===== src/rtl/sflink_pkg.sv =====
package sflink_pkg;

    typedef enum logic [2:0] {
        TX_IDLE,
        TX_START,
        TX_BODY,
        TX_PAR,
        TX_TAIL
    } tx_state_e;

    typedef enum logic [2:0] {
        RX_IDLE,
        RX_START,
        RX_BODY,
        RX_PAR,
        RX_TAIL
    } rx_state_e;

endpackage


===== src/rtl/sflink_parity.sv =====
// Split parity: even-indexed bits and odd-indexed bits, each XOR-reduced.
module sflink_parity #(
    parameter int unsigned W = 35
) (
    input  logic [W-1:0] word,
    output logic         p_even_idx,
    output logic         p_odd_idx
);
    logic [W-1:0] even_sel;
    logic [W-1:0] odd_sel;

    for (genvar i = 0; i < W; i++) begin : g_split
        if ((i % 2) == 0) begin : g_ev
            assign even_sel[i] = word[i];
            assign odd_sel[i]  = 1'b0;
        end else begin : g_od
            assign even_sel[i] = 1'b0;
            assign odd_sel[i]  = word[i];
        end
    end

    assign p_even_idx = ^even_sel;
    assign p_odd_idx  = ^odd_sel;
endmodule


===== src/rtl/sflink_tx.sv =====
// Frame serializer. SW must be at least 2.
module sflink_tx
    import sflink_pkg::*;
#(
    parameter int unsigned PAY_W     = 35,
    parameter int unsigned SW        = 3,
    parameter int unsigned EW        = 4,
    parameter logic [SW-1:0] START_PAT = 3'b101,
    parameter logic [EW-1:0] END_PAT   = 4'b0000
) (
    input  logic             clk,
    input  logic             rst_n,
    input  logic             tx_sleep,
    input  logic             tx_wr,
    input  logic [PAY_W-1:0] tx_data,
    output logic             tx_busy,
    output logic             ser_out
);
    localparam int unsigned FRM_W = SW + PAY_W + 2 + EW;
    localparam int unsigned CW    = $clog2(FRM_W);
    localparam logic [CW-1:0] LAST_START = CW'(SW - 1);
    localparam logic [CW-1:0] LAST_BODY  = CW'(SW + PAY_W - 1);
    localparam logic [CW-1:0] LAST_PAR   = CW'(SW + PAY_W + 1);
    localparam logic [CW-1:0] LAST_BIT   = CW'(FRM_W - 1);

    tx_state_e        state, nxt;
    logic [FRM_W-1:0] sh;
    logic [FRM_W-1:0] frame;
    logic [CW-1:0]    pos;
    logic             pe, po;
    logic             launch;

    sflink_parity #(.W(PAY_W)) u_par (
        .word       (tx_data),
        .p_even_idx (pe),
        .p_odd_idx  (po)
    );

    always_comb begin
        frame = '0;
        for (int i = 0; i < int'(SW); i++) frame[i] = START_PAT[SW-1-i];
        frame[SW +: PAY_W]  = tx_data;
        frame[SW + PAY_W]   = pe;
        frame[SW + PAY_W + 1] = po;
        for (int i = 0; i < int'(EW); i++) frame[FRM_W-EW+i] = END_PAT[EW-1-i];
    end

    assign launch = (state == TX_IDLE) && tx_wr && !tx_sleep;

    always_comb begin
        nxt = state;
        unique case (state)
            TX_IDLE:  if (launch)            nxt = TX_START;
            TX_START: if (pos == LAST_START) nxt = TX_BODY;
            TX_BODY:  if (pos == LAST_BODY)  nxt = TX_PAR;
            TX_PAR:   if (pos == LAST_PAR)   nxt = TX_TAIL;
            TX_TAIL:  if (pos == LAST_BIT)   nxt = TX_IDLE;
            default:                         nxt = TX_IDLE;
        endcase
    end

    always_ff @(posedge clk) begin
        if (!rst_n) state <= TX_IDLE;
        else        state <= nxt;
    end

    always_ff @(posedge clk) begin
        if (!rst_n) begin
            sh  <= '0;
            pos <= '0;
        end else if (launch) begin
            sh  <= frame;
            pos <= '0;
        end else if (state != TX_IDLE) begin
            sh  <= {1'b0, sh[FRM_W-1:1]};
            pos <= (nxt == TX_IDLE) ? '0 : pos + 1'b1;
        end
    end

    always_comb begin
        tx_busy = (state != TX_IDLE);
        ser_out = sh[0];
    end

    // Checker state: length of the current busy run.
    logic [CW:0] run_len;
    always_ff @(posedge clk) begin
        if (!rst_n)       run_len <= '0;
        else if (tx_busy) run_len <= run_len + 1'b1;
        else              run_len <= '0;
    end

    p_busy_len_r2: assert property (@(posedge clk) disable iff (!rst_n)
        (!tx_busy && $past(tx_busy)) |-> (run_len == (CW+1)'(FRM_W)));

    p_line_low_r1: assert property (@(posedge clk) disable iff (!rst_n)
        !tx_busy |-> !ser_out);

    p_sleep_block_r3: assert property (@(posedge clk) disable iff (!rst_n)
        (!tx_busy && tx_sleep) |=> !tx_busy);

    p_start_cause_r2: assert property (@(posedge clk) disable iff (!rst_n)
        $rose(tx_busy) |-> $past(tx_wr && !tx_sleep));
endmodule


===== src/rtl/sflink_rx.sv =====
// Frame deserializer and checker. SW must be at least 2.
module sflink_rx
    import sflink_pkg::*;
#(
    parameter int unsigned PAY_W     = 35,
    parameter int unsigned SW        = 3,
    parameter int unsigned EW        = 4,
    parameter logic [SW-1:0] START_PAT = 3'b101,
    parameter logic [EW-1:0] END_PAT   = 4'b0000
) (
    input  logic             clk,
    input  logic             rst_n,
    input  logic             rx_sleep,
    input  logic             ser_in,
    input  logic             rx_rd,
    output logic [PAY_W-1:0] rx_data,
    output logic             rx_ready,
    output logic             rx_par_err,
    output logic             rx_frm_err,
    output logic             rx_ovw_err
);
    localparam int unsigned FRM_W = SW + PAY_W + 2 + EW;
    localparam int unsigned CW    = $clog2(FRM_W);
    localparam logic [CW-1:0] LAST_START = CW'(SW - 1);
    localparam logic [CW-1:0] LAST_BODY  = CW'(SW + PAY_W - 1);
    localparam logic [CW-1:0] LAST_PAR   = CW'(SW + PAY_W + 1);
    localparam logic [CW-1:0] LAST_BIT   = CW'(FRM_W - 1);

    rx_state_e        state, nxt;
    logic [FRM_W-1:0] sh;
    logic [FRM_W-1:0] full;
    logic [CW-1:0]    pos;
    logic             detect, done;
    logic [SW-1:0]    st_exp;
    logic [EW-1:0]    end_exp;
    logic [PAY_W-1:0] pay;
    logic             pe, po, bad_par, bad_frm;

    logic [PAY_W-1:0] data_q;
    logic             rdy_q, par_q, frm_q, ovw_q;

    assign full   = {ser_in, sh[FRM_W-1:1]};
    assign detect = (state == RX_IDLE) && ser_in && !rx_sleep;
    assign done   = (state == RX_TAIL) && (pos == LAST_BIT);
    assign pay    = full[SW +: PAY_W];

    sflink_parity #(.W(PAY_W)) u_par (
        .word       (pay),
        .p_even_idx (pe),
        .p_odd_idx  (po)
    );

    always_comb begin
        for (int i = 0; i < int'(SW); i++) st_exp[i]  = START_PAT[SW-1-i];
        for (int i = 0; i < int'(EW); i++) end_exp[i] = END_PAT[EW-1-i];
        bad_par = (full[SW+PAY_W] != pe) || (full[SW+PAY_W+1] != po);
        bad_frm = (full[SW-1:0] != st_exp) || (full[FRM_W-1 -: EW] != end_exp);
    end

    always_comb begin
        nxt = state;
        unique case (state)
            RX_IDLE:  if (detect)            nxt = RX_START;
            RX_START: if (pos == LAST_START) nxt = RX_BODY;
            RX_BODY:  if (pos == LAST_BODY)  nxt = RX_PAR;
            RX_PAR:   if (pos == LAST_PAR)   nxt = RX_TAIL;
            RX_TAIL:  if (pos == LAST_BIT)   nxt = RX_IDLE;
            default:                         nxt = RX_IDLE;
        endcase
    end

    always_ff @(posedge clk) begin
        if (!rst_n) state <= RX_IDLE;
        else        state <= nxt;
    end

    always_ff @(posedge clk) begin
        if (!rst_n) begin
            sh  <= '0;
            pos <= '0;
        end else if (detect) begin
            sh  <= full;
            pos <= CW'(1);
        end else if (state != RX_IDLE) begin
            sh  <= full;
            pos <= done ? '0 : pos + 1'b1;
        end
    end

    always_ff @(posedge clk) begin
        if (!rst_n) begin
            data_q <= '0;
            rdy_q  <= 1'b0;
            par_q  <= 1'b0;
            frm_q  <= 1'b0;
            ovw_q  <= 1'b0;
        end else if (done) begin
            data_q <= pay;
            rdy_q  <= 1'b1;
            par_q  <= bad_par;
            frm_q  <= bad_frm;
            ovw_q  <= rdy_q && !rx_rd;
        end else if (rx_rd) begin
            rdy_q  <= 1'b0;
        end
    end

    always_comb begin
        rx_data    = data_q;
        rx_ready   = rdy_q;
        rx_par_err = par_q;
        rx_frm_err = frm_q;
        rx_ovw_err = ovw_q;
    end

    p_hold_r5: assert property (@(posedge clk) disable iff (!rst_n)
        (rx_ready && !done) |=> $stable(rx_data));

    p_clear_r5: assert property (@(posedge clk) disable iff (!rst_n)
        (rx_rd && !done) |=> !rx_ready);

    p_overwrite_r6: assert property (@(posedge clk) disable iff (!rst_n)
        (done && rx_ready && !rx_rd) |=> rx_ovw_err);

    p_read_and_done_r10: assert property (@(posedge clk) disable iff (!rst_n)
        (done && rx_rd) |=> (rx_ready && !rx_ovw_err));

    p_sleep_idle_r9: assert property (@(posedge clk) disable iff (!rst_n)
        (state == RX_IDLE && rx_sleep) |=> (state == RX_IDLE));

    p_flags_hold_r11: assert property (@(posedge clk) disable iff (!rst_n)
        !done |=> ($stable(rx_par_err) && $stable(rx_frm_err) && $stable(rx_ovw_err)));
endmodule


===== src/rtl/sflink_xcvr.sv =====
module sflink_xcvr #(
    parameter int unsigned PAY_W = 35,
    parameter int unsigned SW    = 3,
    parameter int unsigned EW    = 4,
    parameter logic [SW-1:0] START_PAT = 3'b101,
    parameter logic [EW-1:0] END_PAT   = 4'b0000
) (
    input  logic             clk,
    input  logic             rst_n,
    input  logic             tx_sleep,
    input  logic             tx_wr,
    input  logic [PAY_W-1:0] tx_data,
    output logic             tx_busy,
    output logic             ser_out,
    input  logic             rx_sleep,
    input  logic             ser_in,
    input  logic             rx_rd,
    output logic [PAY_W-1:0] rx_data,
    output logic             rx_ready,
    output logic             rx_par_err,
    output logic             rx_frm_err,
    output logic             rx_ovw_err
);
    sflink_tx #(
        .PAY_W(PAY_W), .SW(SW), .EW(EW),
        .START_PAT(START_PAT), .END_PAT(END_PAT)
    ) u_tx (
        .clk      (clk),
        .rst_n    (rst_n),
        .tx_sleep (tx_sleep),
        .tx_wr    (tx_wr),
        .tx_data  (tx_data),
        .tx_busy  (tx_busy),
        .ser_out  (ser_out)
    );

    sflink_rx #(
        .PAY_W(PAY_W), .SW(SW), .EW(EW),
        .START_PAT(START_PAT), .END_PAT(END_PAT)
    ) u_rx (
        .clk        (clk),
        .rst_n      (rst_n),
        .rx_sleep   (rx_sleep),
        .ser_in     (ser_in),
        .rx_rd      (rx_rd),
        .rx_data    (rx_data),
        .rx_ready   (rx_ready),
        .rx_par_err (rx_par_err),
        .rx_frm_err (rx_frm_err),
        .rx_ovw_err (rx_ovw_err)
    );
endmodule


===== config.mk =====
export PLATFORM = sky130hd
export DESIGN_NAME = sflink_xcvr
export DESIGN_NICKNAME = d
export VERILOG_FILES = /design/src/rtl/sflink_pkg.sv /design/src/rtl/sflink_parity.sv /design/src/rtl/sflink_tx.sv /design/src/rtl/sflink_rx.sv /design/src/rtl/sflink_xcvr.sv
export SDC_FILE = /design/constraint.sdc
export NUM_CORES = 1
export LEC_CHECK = 0
export BUFFER_PORTS_ARGS = -buffer_cell sky130_fd_sc_hd__buf_2
export CELL_PAD_IN_SITES_DETAIL_PLACEMENT = 1
export CELL_PAD_IN_SITES_GLOBAL_PLACEMENT = 2
export CORE_MARGIN = 3
export CORE_UTILIZATION = 36
export DETAILED_ROUTE_END_ITERATION = 10
export GPL_ROUTABILITY_DRIVEN = 1
export GPL_TIMING_DRIVEN = 0
export PLACE_DENSITY_LB_ADDON = 0.1
export SLEW_MARGIN = 30
export SYNTH_ARGS = -nofsm -noshare
export SYNTH_HDL_FRONTEND = slang
export SYNTH_HIERARCHICAL = 1
export SYNTH_SLANG_ARGS = --single-unit

===== constraint.sdc =====
create_clock -name clk -period 2.25 [get_ports clk]
set_input_delay 0.45 -clock clk [delete_from_list [all_inputs] [get_ports clk]]
set_output_delay 0.45 -clock clk [all_outputs]
set_load 0.02 [all_outputs]

==> impl_metrics.ini <==
[status]
status = finished clean

[global_routing]
grt_overflow = 0
antenna_found_initial = 0
busiest_layer = met2
met2_usage_pct = 36.6
grt_usage_pct = 20.2
grt_use_met1_pct = 24.5
grtUsageMet3_pct = 3.83
grt_start_max_net_pins = 17
grt_pass1_vias = 6263
grt_pass1_wl_um = 32900

[timing]
fin_setup_tns_ps = 0
grt_setup_unrepaired = false
finalWorstPathRequiredPeriod_ps = 2110
setup_viol = 0
layout_setup_ws_ps = 145
hold_viol_final = 0
maxSlewViolCount = 0
clock_skew_ps = 12.2
period_share_pct = 93.6
tightest_slew_ps = 736
holdWs_ps = 327
slew_headroom_pct = 50.3
clock.fmax_ghz = 0.475

[synth]
yosysSeqAreaShare_pct = 41.1
synthCells = 750
synth_fp_nets = 798
synth_area_um2 = 6820
yosys_warnings = 6
ys_ff_latch = 140
syn_area_per_cell_um2 = 9.09
synth_top_area_cell = dfxtp_1
synth.distinct_cells = 57
async_reset_ff_share_pct = 0
synth_area_leaders = dfxtp_1 (41%), xnor2_1 (6.9%), a21oi_1 (6.4%), nand3_1 (6.2%), mux2i_1 (5.4%)
synth-main-ff-cell = dfxtp_1
synth_edf_count = 0
synth_top_area_share_pct = 41.1

[clocking]
clock_path_buffers = 2
cts_root_buffer = clkbuf_16
cts_hold_buf = 0
clock_sinks = 140
cts_tree = yes
insertion_delay_ps = 430
clk_pin_slew_worst_paths_ps = 60
htree_levels = 4
numCtsBuffers = 17

[setup_path]
end_kind = flip-flop
cp-endpoint = u_tx/pos[1]
cp.required_ps = 2540
path_max_fanout = 6
r2r_cells = 7
start_kind = flip-flop
crit_start = u_tx/pos[0]
reg2reg_to = u_tx/pos[1]
r2r-start = u_tx/pos[0]
critPathArrivalTime_ps = 2390
critPathKind = reg2reg
r2r_slack_ps = 140

[power_and_ir_drop]
vdd_drop_max_v = 0.000487
fin_total_pwr_mw = 6.40
p_leak_nw = 3.31
p_per_area_nw_per_um2 = 782

[place]
dp_hpwl_um = 14700
placed_cells = 1061
gp_congestion = 0.772
numPortBuffers = 82
post_dp_cell_area_um2 = 7510
pre_cts_slack_ps = 51.9

[finish]
syn2layout_area_growth_pct = 20.0
nets = 902
fin_util_pct = 44.8
stdcell_count = 1096
final_cell_area_um2 = 8180
antenna_cells = 0
drive_gt1_share_pct = 18.6

[min_path]
holdCritPathClass = in2reg

[die]
io-pin-count = 83
rows = 49
start_util_pct = 37.3
dieArea_um2 = 20600
fp.dieW_um = 144
core_um2 = 18300
die_h_um = 144

[route]
firstDrtPassIters = 4
via_per_inst = 5.47
drc_errors = 0
wire_per_inst_um = 18.5
drtIter0Drc = 232
wl_um = 20200
final_antenna_net_count = 0
vias = 5993

[flow_run]
drv_cap = 0
## cells by family after synthesis
kind of cell | share of synthesized area, %
compound gates | 22.8
xor+xnor | 9.55
fa+ha+maj | 1.10
buf+inv | 5.05
flops | 41.1
mux | 5.60
simple gates | 14.8
## report_power, final
group | internal [mW] | switching, mW
Sequential | 2.57 | 0.0588
Clock | 1.94 | 1.09
Combinational | 0.314 | 0.423
## sequential cells by signal, indices dropped and copies added, names as in the netlist
signal,flops
u_rx/pos,6
u_rx/rx_par_err,1
u_tx/pos,6
u_rx/sh,43
u_tx/state,3
u_rx/state,3
u_rx/rx_frm_err,1
u_rx/rx_ovw_err,1
u_rx/rx_data,35
u_rx/rx_ready,1
u_tx/sh,40
## synthesized netlist by cell type, drive strengths merged (2+ instances only)
cell     count
dfxtp      140
a21oi       87
nand3       84
xnor2       54
clkbuf      49
o21ai       47
nand2       44
o31ai       38
mux2i       37
o211a       36
buf         21
nor2        14
xor2        10
inv          9
nor3         8
a211oi       6
ha           6
nand2b       5
nor2b        5
nand4        4
nor3b        4
or3          4
xnor3        4
o311ai       3
and3         2
nand4bb      2
nor4bb       2
o211ai       2
o21bai       2
or3b         2
or4b         2
## repair_timing
action / 4_1_cts / 5_1_grt
setup endpoints to repair: 1 / 4
pin swaps: 0 / 2
gates cloned: 0 / 0
resized for setup: 2 / 0
setup buffers: 0 / 3
## worst max-delay path, cell delays in order, from the launching register on
cell and delay (ps):
dfxtp_1 340, inv_1 100, ha_1 160, or4b_1 450
nor3_2 250, o311ai_2 160, o311ai_4 410, a211oi_1 100
## placed cells by master, fill, tap and decap left out, drive strengths merged, types with 3 or more instances in the layout
cell type and count:
dfxtp 140, buf 106, a21oi 87, nand3 84, clkbuf 70, xnor2 54
o21ai 47, nand2 44, o31ai 38, mux2i 37, o211a 36, nor2 14
xor2 10, inv 9, nor3 8, clkinv 7, a211oi 6, ha 6
nand2b 5, nor2b 5, bufinv 4, or3 4, nand4 4, xnor3 4
nor3b 4, o311ai 3
## per-layer routing
metal / wire (um) / up-vias
met3: 655 / 17
li1: - / 2915
met4: 206 / 0
met1: 8800 / 2969
met5: 0 / -
met2: 10600 / 92
## worst min-delay path by stage
| stage | startpoint | end | slack (ps) | cells past startpoint |
|---|---|---|---|---|
| 2_1_floorplan | u_tx/sh[1] | u_tx/sh[1] | 430 | 2 |
| 3_3_place_gp | u_tx/sh[1] | u_tx/sh[1] | 440 | 2 |
| 3_5_place_dp | u_tx/sh[1] | u_tx/sh[1] | 450 | 2 |
| 4_1_cts | ser_in | u_rx/sh[43] | 310 | 3 |
| 5_1_grt | rst_n | u_rx/rx_ready | 320 | 2 |
| 6_report | ser_in | u_rx/sh[43] | 330 | 3 |
## layout make-up
cell class	count	area [um2]
inverter	10	38.8
buffer	70	307
multi-input combinational	530	3670
fill	2189	10100
clock buffer	21	470
sequential	140	2800
tap	229	287
timing repair buffer	85	433
clock inverter	11	165
Note: power is estimated with default switching activity, not from simulation.
